## src/rtl/flow_pkg.sv

```systemverilog
package flow_pkg;
  localparam logic [4:0] OPC_JUMP = 5'b11010;
  localparam logic [4:0] OPC_CALL = 5'b11000;
  localparam logic [4:0] OPC_RET  = 5'b10101;

  typedef enum logic [1:0] {
    CC_ZSET = 2'b00,
    CC_ZCLR = 2'b01,
    CC_CSET = 2'b10,
    CC_CCLR = 2'b11
  } cond_e;
endpackage

```

## src/rtl/flow_decode.sv

```systemverilog
module flow_decode
  import flow_pkg::*;
#(
  parameter int IW  = 18,
  parameter int PCW = 10
) (
  input  logic [IW-1:0]  instr,
  input  logic           live,
  input  logic           zf,
  input  logic           cf,
  output logic           take,
  output logic           push,
  output logic           pop,
  output logic [PCW-1:0] dest
);
  localparam int OP_LSB = IW - 5;
  localparam int CB     = OP_LSB - 1;

  logic [4:0] opc;
  logic       gated;
  cond_e      cc;
  logic       cond_ok;
  logic       is_j, is_c, is_r;

  assign opc   = instr[IW-1:OP_LSB];
  assign gated = instr[CB];
  assign cc    = cond_e'(instr[CB-1:CB-2]);
  assign dest  = instr[PCW-1:0];

  assign is_j = (opc == OPC_JUMP);
  assign is_c = (opc == OPC_CALL);
  assign is_r = (opc == OPC_RET);

  always_comb begin
    unique case (cc)
      CC_ZSET: cond_ok = zf;
      CC_ZCLR: cond_ok = !zf;
      CC_CSET: cond_ok = cf;
      default: cond_ok = !cf;
    endcase
    if (!gated) cond_ok = 1'b1;
  end

  assign take = live && (is_j || is_c || is_r) && cond_ok;
  assign push = take && is_c;
  assign pop  = take && is_r;

  always_comb begin
    // a word cannot both push and pop
    push_pop_excl_chk: assert (!(push && pop));
  end
endmodule

```

## src/rtl/flow_stack.sv

```systemverilog
module flow_stack #(
  parameter int PCW      = 10,
  parameter int STACK_AW = 3
) (
  input  logic           clk,
  input  logic           rst,
  input  logic           en,
  input  logic           push,
  input  logic           pop,
  input  logic [PCW-1:0] wdata,
  output logic [PCW-1:0] top
);
  localparam int DEPTH = 2 ** STACK_AW;

  logic [PCW-1:0]      mem [DEPTH];
  logic [STACK_AW-1:0] sp;
  logic [STACK_AW-1:0] sp_dn;

  assign sp_dn = sp - STACK_AW'(1);
  assign top   = mem[sp_dn];

  always_ff @(posedge clk) begin
    if (en && push) mem[sp] <= wdata;
  end

  always_ff @(posedge clk) begin
    if (rst) sp <= '0;
    else if (en) begin
      if (push)     sp <= sp + STACK_AW'(1);
      else if (pop) sp <= sp_dn;
    end
  end


  push_moves_up_chk: assert property (@(posedge clk) disable iff (rst)
    (en && push) |=> (sp == $past(sp) + STACK_AW'(1)));


  pop_moves_down_chk: assert property (@(posedge clk) disable iff (rst)
    (en && pop) |=> (sp == $past(sp) - STACK_AW'(1)));


  sp_frozen_chk: assert property (@(posedge clk) disable iff (rst)
    !en |=> $stable(sp));
endmodule

```

## src/rtl/flow_pc.sv

```systemverilog
module flow_pc #(
  parameter int PCW = 10
) (
  input  logic           clk,
  input  logic           rst,
  input  logic           en,
  input  logic           take,
  input  logic [PCW-1:0] target,
  output logic [PCW-1:0] pc,
  output logic           live
);
  always_ff @(posedge clk) begin
    if (rst) begin
      pc   <= '0;
      live <= 1'b0;
    end else if (en) begin
      pc   <= take ? target : pc + PCW'(1);
      live <= !take;
    end
  end


  reset_state_chk: assert property (@(posedge clk)
    rst |=> (pc == '0 && !live));


  squash_after_take_chk: assert property (@(posedge clk) disable iff (rst)
    (en && take) |=> !live);


  step_by_one_chk: assert property (@(posedge clk) disable iff (rst)
    (en && !take) |=> (live && pc == $past(pc) + PCW'(1)));


  pc_frozen_chk: assert property (@(posedge clk) disable iff (rst)
    !en |=> ($stable(pc) && $stable(live)));
endmodule

```

## src/rtl/flow_sequencer.sv

```systemverilog
module flow_sequencer #(
  parameter int IW       = 18,
  parameter int PCW      = 10,
  parameter int STACK_AW = 3
) (
  input  logic           clk,
  input  logic           rst,
  input  logic           en,
  input  logic [IW-1:0]  instr,
  input  logic           zf,
  input  logic           cf,
  output logic [PCW-1:0] fetch_addr,
  output logic           exec_valid
);
  logic           take, push, pop;
  logic [PCW-1:0] dest, top, target, pc;
  logic           live;

  flow_decode #(.IW(IW), .PCW(PCW)) u_dec (
    .instr(instr), .live(live), .zf(zf), .cf(cf),
    .take(take), .push(push), .pop(pop), .dest(dest)
  );

  // pc already points at the word after the call: that is the return address
  flow_stack #(.PCW(PCW), .STACK_AW(STACK_AW)) u_stk (
    .clk(clk), .rst(rst), .en(en), .push(push), .pop(pop),
    .wdata(pc), .top(top)
  );

  assign target = pop ? top : dest;

  flow_pc #(.PCW(PCW)) u_pc (
    .clk(clk), .rst(rst), .en(en), .take(take), .target(target),
    .pc(pc), .live(live)
  );

  assign fetch_addr = pc;
  assign exec_valid = live;
endmodule

```

## config.mk

```make
export PLATFORM = sky130hd
export DESIGN_NAME = flow_sequencer
export DESIGN_NICKNAME = d
export VERILOG_FILES = /design/src/rtl/flow_pkg.sv /design/src/rtl/flow_decode.sv /design/src/rtl/flow_stack.sv /design/src/rtl/flow_pc.sv /design/src/rtl/flow_sequencer.sv
export SDC_FILE = /design/constraint.sdc
export NUM_CORES = 1
export LEC_CHECK = 0
export CAP_MARGIN = 20
export CORE_MARGIN = 2
export CORE_UTILIZATION = 45
export DETAILED_ROUTE_END_ITERATION = 10
export PLACE_DENSITY = 0.71
export SYNTH_ARGS = -nofsm -noshare
export SYNTH_HDL_FRONTEND = slang
export SYNTH_SLANG_ARGS = --single-unit
```

## constraint.sdc

```tcl
create_clock -name clk -period 4.7 [get_ports clk]
set_input_delay 1.175 -clock clk [delete_from_list [all_inputs] [get_ports clk]]
set_output_delay 1.175 -clock clk [all_outputs]
set_load 0.02 [all_outputs]
```

# [Word-level counts from Yosys, hierarchy flattened]
# Memory sizes are Yosys's and may differ from the RTL's.
# Index checks and enable logic that the tools add are counted.
# Widths: inputs -> output; s select.
[word_totals] latchBits=0 input_bits=23 mem_bits_rw=80 mem_bits_ro=0 memories=1 reg_bits=14
[op_classes] reduce_logical=13 bitwise=0 n_eq_ne=5 addsub=3 div=0 n_lt_le_gt_ge=0 mux=8 shifts=0 n_mul=0
[memory_table] memory="u_stk.mem" depth=8 width=10 rd=1 rd_clocked_by_memory_dff=0 wr=1 line="flow_stack.sv:15" source="logic [PCW-1:0] mem [DEPTH];"
[ops] op="$mux 10" n=2
[ops] op="$eq 5x5->1 const B" n=3
[ops] op="$add 10x1->10 const B" n=1
[ops] op="$mux 3" n=2
[ops] op="$logic_and 1x1->1" n=5
[ops] op="$add 3x1->3 const B" n=1
[ops] op="$logic_not 1->1" n=3
[ops] op="$mux 1" n=3
[ops] op="$pmux 1 s3" n=1
[ops] op="$sub 3x1->3 const B" n=1
[ops] op="$eq 2x1->1 const B" n=1
[ops] op="$eq 2x2->1 const B" n=1
[ops] op="$logic_not 2->1" n=1
[ops] op="$logic_or 1x1->1" n=2
[ops] op="$reduce_and 2->1" n=1
[ops] op="$reduce_bool 2->1" n=1

# [Depth between registers and ports, before layout]
# Gate-level depths: netlist (run 1).
[logic_depth] ltp_word=9 ltp_mapped=9 ltp_nobuf=7

# [Modules after synthesis]
# From an unflattened synthesis (run 1), not the netlist that was laid out.
[hier_totals] hier_cells=266 area_unflattened_um2=4261.6
[by_module_without_submodules] mod="flow_stack" area_each_um2=3290.7 instances=1 seq_area_each_um2=2462.4 cells_per_inst=153
[by_module_without_submodules] mod="flow_pc" area_each_um2=653.1 instances=1 seq_area_each_um2=220.2 cells_per_inst=80
[by_module_without_submodules] mod="flow_sequencer" area_each_um2=161.4 instances=1 seq_area_each_um2=0.0 cells_per_inst=11
[by_module_without_submodules] mod="flow_decode" area_each_um2=156.4 instances=1 seq_area_each_um2=0.0 cells_per_inst=22

# [Least setup slack after synthesis (run 1)]
# OpenSTA, ideal clock, no wires.
[synth_path] kind="input to register" start="in instr[11]" end="mem u_stk.mem[4][0], enable pin" path_stages=4 setup_time_ps=403 path_buffers=0 t_arrival_ps=3043 path_slack_ps=1253 cell_sequence="mux2i_1 -> mux2i_1 -> nand2b_1 -> nor4_1"
[synth_between] elab_chain_cells=8
[synth_rtl] item="from (decl)" line="flow_sequencer.sv:9" source="input logic [IW-1:0] instr,"
[synth_rtl] item="$eq 2x2->1 (tied with other cells)" line="flow_decode.sv:35" source="unique case (cc)"
[synth_rtl] item="$pmux 1 s3 (*)" line="flow_decode.sv:35"
[synth_rtl] item="$mux 1 (*)" line="flow_decode.sv:41" source="if (!gated) cond_ok = 1'b1;"
[synth_rtl] item="$logic_and 1x1->1 (*)" line="flow_decode.sv:44" source="assign take = live && (is_j || is_c || is_r) && cond_ok;"
[synth_rtl] item="$logic_and 1x1->1 (*)" line="flow_decode.sv:45" source="assign push = take && is_c;"
[synth_rtl] item="$logic_and 1x1->1 (*)" line="flow_stack.sv:23" source="if (en && push) mem[sp] <= wdata;"
[synth_rtl] item="$mux 1 (*)" line="flow_stack.sv:23"
[synth_rtl] item="$mux 1 (not written as such) (*)" line="flow_stack.sv:23"
[synth_rtl] item="to (decl)" line="flow_stack.sv:15"
# Every way passes the cells marked *; elsewhere a longest branch is shown, timed or not.

# [Worst setup path after layout (run 1)]
[layout_path] start="in instr[11]" end="mem u_stk.mem[7][1], enable pin"
# Same word-level chain as after synthesis.

==> results of run 1 <==
[state kept, by name (all words and copies together), names as in the netlist]
name and count:
u_stk.mem 80, u_pc.pc 10, u_stk.sp 3, u_pc.live 1
[cells in the mapped netlist, drive strengths merged (4+ instances only)]
cell	count	area [um2]
edfxtp	80	2400
mux4	20	492
dfxtp	14	280
nor2	13	48.8
nand3	12	60.1
nor3	12	60.1
nand2	9	33.8
or3	9	56.3
clkbuf	7	26.3
nor2b	7	43.8
o21ai	7	35.0
a31oi	6	37.5
a21oi	5	25.0
mux2i	5	50.1
o22ai	5	31.3
buf	4	32.5
mux2	4	45.0
o211ai	4	30.0
[worst max-delay path by stage]
stage | endpoint | slack [ps] | cells after the start
after global placement | u_stk.mem[3][7]$_DFFE_PP_ | 840 | 5
after CTS | u_stk.mem[7][1]$_DFFE_PP_ | 1100 | 5
after floorplan | u_stk.mem[4][0]$_DFFE_PP_ | 1250 | 4
after global routing | u_stk.mem[7][1]$_DFFE_PP_ | 990 | 5
final | u_stk.mem[7][1]$_DFFE_PP_ | 1110 | 5
after detailed placement | u_stk.mem[7][6]$_DFFE_PP_ | 750 | 5
[final cells by class]
class	instances	area, um2	area share [%]
Clock buffer	9	124	2.57
Clock inverter	7	65.1	1.35
Tap cell	108	135	2.81
Multi-Input combinational cell	156	1390	28.8
Timing Repair Buffer	44	413	8.57
Sequential cell	94	2680	55.7
Inverter	3	11.3	0.234
[metal layers]
metal	vias to the layer above	track usage [%]	wire length (um)
met5	-	0	0
met4	0	8.64	218
met3	17	3.62	478
met2	99	30.6	4410
met1	1315	27.0	4140
li1	1166	-	-
[critical path, delay by kind of cell]
family        cells  cell delay, ps
buf+inv           1             470
mux               2             690
simple gates      2            1230
[power groups by stage]
stage | registers, mW | logic, mW | clock network, mW
2_1_floorplan | 0.929 | 0.0246 | 0
3_3_place_gp | 0.928 | 0.0612 | 0
3_5_place_dp | 0.929 | 0.0617 | 0
4_1_cts | 0.909 | 0.0621 | 0.528
5_1_grt | 0.911 | 0.0669 | 0.566
6_report | 0.909 | 0.0622 | 0.516
[through the flow]
stage               worst slack (ps)  instance area, um2
floorplan                       1250                4130
global placement                 839                4630
detailed placement               746                4630
CTS                             1100                4820
global route                     993                4820
finish                          1110                4820
[kinds of logic after synthesis]
family / after synthesis
DFF: 94
buffers and inverters: 14
xor gates and xnor gates: 2
adders and majority gates: 3
muxes: 29
AOI/OAI and AO/OA: 37
and+or+nand+nor: 85
==> impl_metrics.csv, run 1 <==
group,metric,value,unit
yosys,synth-edff-count,80,
yosys,syn_nets,290,
critical_path,cp_slowest_cell,"nor2_1",
timing,fin_crit_sh,76.3,%
timing,whs,509,ps
placement,dp_hpwl,5.90,mm
route,drtAntennaViolNets,0,
critical_path,r2r_end,"u_pc.pc[8]$_SDFFE_PP0P_",
floorplan,die-area,9970,um2
timing,setup_viol,0,
cells_and_area,diodes,0,
yosys,synthMuxAreaShare,14.2,%
clock_network,clock_sinks,94,
cells_and_area,final_cell_count_no_fill,421,
clock_network,clockBufferDepth,2,
critical_path,cpPeakStageDelay,800,ps
power_and_ir_drop,p_sw_share,21.0,%
cells_and_area,layout_common_cells,"edfxtp_1, clkdlybuf4s50_1, dfxtp_1",
grt,grt_max_degree,23,
floorplan,start_util,46.9,%
critical_path,r2r_start,"u_stk.sp[0]$_SDFFE_PP0P_",
yosys,synth_compound_area_share,5.90,%
critical_path,worstPathArrival,3570,ps
clock_network,cts_root_buffer,"clkbuf_8",
run_status,status,"finished clean",
yosys,yosys.cell_types.count,42,
critical_path,crit_chain,"clkdlybuf4s50_1 -> mux2i_1 -> mux2_2 -> or3_1 -> nor2_1",
cells_and_area,layout_commonest_cell,"edfxtp_1",
min_path,worstHoldStart,"u_pc.live$_SDFFE_PP0P_",
timing,layout_min_cycle_time,3590,ps
cells_and_area,area_growth,16.6,%
clock_network,post-cts-setup-buffer-count,0,
timing,skew,10.8,ps
clock_network,path_clk_slew,90,ps
power_and_ir_drop,p_seq_share,61.1,%
placement,numPlacedInstances,405,
timing,maxSlewHeadroom,32.5,%
route,wl_per_cell,22.0,um
floorplan,coreArea,8810,um2
grt,grt_pass1_vias,2600,
timing,slew_violations,0,
yosys,synthSimpleGateAreaFrac,11.5,%
min_path,whs_endpoint,"u_pc.live$_SDFFE_PP0P_",
timing,timing.fmax,279,MHz
yosys,synth_fa_ha_area_share,0.908,%
power_and_ir_drop,p_clk_share,34.7,%
timing,grt_setup_unrepaired,"no",
critical_path,cp-start-kind,"primary input",
route,drc,0,
critical_path,rr_worst_depth,9,
route,drtPass1Iterations,5,
clock_network,cts_buffers,9,
power_and_ir_drop,p_int,1.18,mW
power_and_ir_drop,fin_total_pwr,1.49,mW
placement,gp_congestion,0.912,
critical_path,worstSetupPathType,"primary input to register",
critical_path,path_max_fanout,10,
yosys,ys_ff_latch,94,
yosys,yosys_warnings,0,
clock_network,ctsHtreeMaxLevel,3,
job,max-cap-violations,0,
route,viasPerCell,6.17,
cells_and_area,finish.net_count,334,
clock_network,cts_hold_buf,0,
route,vias,2597,
grt,antenna_found_initial,0,
min_path,hold_class,"register to register",
power_and_ir_drop,power_frac_comb,4.2,%
clock_network,ctsResizeCount,0,
power_and_ir_drop,p_sw,0.312,mW
timing,tns,0,ps
floorplan,io-pin-count,34,
yosys,syn-cell-area,4130,um2
critical_path,crit_start,"instr[11]",
cells_and_area,num-fill-cells,705,
min_path,hold_path_depth,2,
placement,port_buffers,33,
timing,hold_violations,0,
timing,max_slew.worst_pin.slew,1010,ps
clock_network,cts_tree,"yes",
power_and_ir_drop,leakagePower,1.40,nW
yosys,synth_top_family_by_area,"multiplexers",
cells_and_area,layout-drive-gt1-share,13.7,%
critical_path,ff2ff_setup_slack,1520,ps
route,routed_wirelength,9.24,mm
yosys,synth_ff_type,"edfxtp_1",
floorplan,die_height,99.8,um
yosys,synth_xor_area_share,0.878,%
yosys,synthCells,264,
floorplan,core.rowCount,34,
critical_path,critPathRequiredTime,4680,ps
grt,grt_pass1_wl,14.3,mm
power_and_ir_drop,powerDensity,309,nW/um2
cells_and_area,utilization,54.7,%
clock_network,worstSkewPairLatency,360,ps
critical_path,end_kind,"register",
grt,grt_usage,19.5,%
yosys,postSynthAreaPerCell,15.7,um2
grt,overflow,0,
power_and_ir_drop,irDropWorstVdd,0.000184,V
floorplan,fp.dieW,99.8,um
yosys,async_flop_share,0,%
yosys,ys_seq_area_share,64.9,%
route,dr.first_iter.drc_count,202,
Note: power is estimated with default switching activity, not from simulation.
==> run 2, diff against run 1 <==
--- a/config.mk
+++ b/config.mk
@@ -9,7 +9,7 @@
 export CORE_MARGIN = 2
 export CORE_UTILIZATION = 45
 export DETAILED_ROUTE_END_ITERATION = 10
-export PLACE_DENSITY = 0.71
+export PLACE_DENSITY = 0.74
 export SYNTH_ARGS = -nofsm -noshare
 export SYNTH_HDL_FRONTEND = slang
 export SYNTH_SLANG_ARGS = --single-unit
==> constraint.sdc (replaced) <==
create_clock -name clk -period 3.1 [get_ports clk]
set_input_delay 0.775 -clock clk [delete_from_list [all_inputs] [get_ports clk]]
set_output_delay 0.775 -clock clk [all_outputs]
set_load 0.02 [all_outputs]
==> run 2 against run 1 <==
Compared with the run above:
- clock power is 53% higher
- combinational power is 62% higher
- wire length is 1.4% lower
- non-clock buffer count is 18 higher
- via count is 0.62% higher
- die area stayed put
- critical path depth is 1 higher
- setup slack worse by 760 ps
- core utilization is 1.5 points higher
- global-route usage is 0.19 points higher
- sequential share of layout area is 1.5 points lower
- critical endpoint is now u_stk.mem[5][4]$_DFFE_PP_
- highest routed layer unchanged
==> impl_metrics.csv, run 2 (same netlist as run 1, synthesis figures left out) <==
group,metric,value,unit
grt,grt_pass1_vias,2566,
run_status,status,"finished clean",
critical_path,ff2ff_setup_slack,510,ps
clock_network,cts_hold_buf,0,
clock_network,clockBufferDepth,2,
route,routed_wirelength,9.12,mm
clock_network,path_clk_slew,90,ps
floorplan,fp.dieW,99.8,um
critical_path,cp_slowest_cell,"clkdlybuf4s50_1",
placement,gp_congestion,0.868,
cells_and_area,area_growth,19.8,%
grt,grt_usage,19.7,%
floorplan,start_util,46.9,%
timing,max_slew.worst_pin.slew,668,ps
critical_path,cp-start-kind,"primary input",
critical_path,cpPeakStageDelay,470,ps
floorplan,io-pin-count,34,
cells_and_area,layout_common_cells,"edfxtp_1, clkdlybuf4s50_1, buf_4",
min_path,hold_class,"register to register",
job,max-cap-violations,0,
floorplan,coreArea,8810,um2
cells_and_area,finish.net_count,352,
timing,fin_crit_sh,88.6,%
cells_and_area,top_regs,"u_stk.mem (80), u_pc.pc (10), u_stk.sp (3)",
timing,timing.fmax,364,MHz
cells_and_area,num-fill-cells,680,
placement,dp_hpwl,6.26,mm
grt,grt_max_degree,21,
power_and_ir_drop,powerDensity,458,nW/um2
timing,slew_violations,0,
clock_network,ctsResizeCount,0,
critical_path,critPathRequiredTime,3160,ps
timing,skew,12.9,ps
critical_path,crit_chain,"clkdlybuf4s50_1 -> mux2i_1 -> mux2_2 -> or3_1 -> nor3_1 -> buf_4",
grt,antenna_found_initial,0,
timing,grt_setup_unrepaired,"no",
critical_path,worstPathArrival,2810,ps
route,vias,2613,
floorplan,die_height,99.8,um
route,dr.first_iter.drc_count,253,
critical_path,worstSetupPathType,"primary input to register",
grt,overflow,0,
floorplan,die-area,9970,um2
timing,tns,0,ps
timing,hold_violations,0,
cells_and_area,layout_commonest_cell,"edfxtp_1",
clock_network,worstSkewPairLatency,360,ps
clock_network,cts_tree,"yes",
cells_and_area,largest_reg_flops,80,
clock_network,clock_sinks,94,
route,wl_per_cell,20.8,um
timing,setup_viol,0,
power_and_ir_drop,leakagePower,1.49,nW
cells_and_area,diodes,0,
route,drc,0,
timing,layout_min_cycle_time,2750,ps
cells_and_area,top_register,"u_stk.mem",
power_and_ir_drop,irDropWorstVdd,0.000285,V
timing,maxSlewHeadroom,55.3,%
clock_network,cts_root_buffer,"clkbuf_8",
floorplan,core.rowCount,34,
clock_network,ctsHtreeMaxLevel,3,
clock_network,post-cts-setup-buffer-count,0,
critical_path,end_kind,"register",
route,drtAntennaViolNets,0,
placement,port_buffers,33,
cells_and_area,layout-drive-gt1-share,18.5,%
grt,grt_pass1_wl,14.4,mm
route,viasPerCell,5.97,
route,drtPass1Iterations,5,
clock_network,cts_buffers,9,
placement,dp_slack,-9.98,ps
critical_path,path_max_fanout,10,
timing,setup_ws,352,ps
-- run 2: cell types whose count changed in the layout (fill, tap and decap cells not counted), sizes merged --
cell      previous run  this run
clkbuf               9        10
inv                  3         4
buf                 11        29
clkinvlp             0         1
clkinv               6         2
-- run 2: power breakdown --
part / switching [mW] / internal (mW) / total [mW]
sequential: 0.0122 / 1.36 / 1.38
combinational: 0.0466 / 0.0545 / 0.101
clock: 0.417 / 0.372 / 0.788
total: 0.475 / 1.79 / 2.27
-- run 2: cell type report --
type                    count  area [um2]  area share [%]
flip-flops and latches     94        2680            54.2
multi-input cells         156        1390            28.0
repair buffers             62         548            11.1
well taps                 108         135            2.73
clock buffers              10         128            2.58
clock inverters             5        60.1            1.21
inverters                   3        11.3           0.227
-- run 2: stage by stage --
step                cell area (um2)  util, %  total power, mW  hold WS (ps)  std cells
global placement               4760     54.1             1.51           516        423
finish                         4950     56.2             2.27           532        438
CTS                            4950     56.2             2.29           539        438
global route                   4950     56.2             2.34           553        438
detailed placement             4760     54.1             1.51           524        423
floorplan                      4130        -             1.45           512        264
-- run 2: critical path, delay by kind of cell --
kind	cells	cell delay, ps
buffers and inverters	2	690
multiplexers	2	690
AND/OR/NAND/NOR	2	640
-- run 2: path summary, 6_finish.rpt --
kind,from,end,depth (start not counted)
setup / recovery,instr[11],u_stk.mem[5][4]$_DFFE_PP_,6
hold / removal,u_pc.pc[7]$_SDFFE_PP0P_,u_stk.mem[6][7]$_DFFE_PP_,0
setup reg to reg,u_stk.sp[1]$_SDFFE_PP0P_,u_pc.pc[8]$_SDFFE_PP0P_,7
hold reg to reg,u_pc.pc[7]$_SDFFE_PP0P_,u_stk.mem[6][7]$_DFFE_PP_,0
-- run 2: routing by layer --
metal | track usage, % | up-vias | share of wire, %
met1 | 28.8 | 1280 | 45
met4 | 6.53 | 0 | 1.7
met2 | 30.3 | 120 | 47
li1 | - | 1201 | -
met5 | 0 | - | 0
met3 | 3.62 | 12 | 6.5
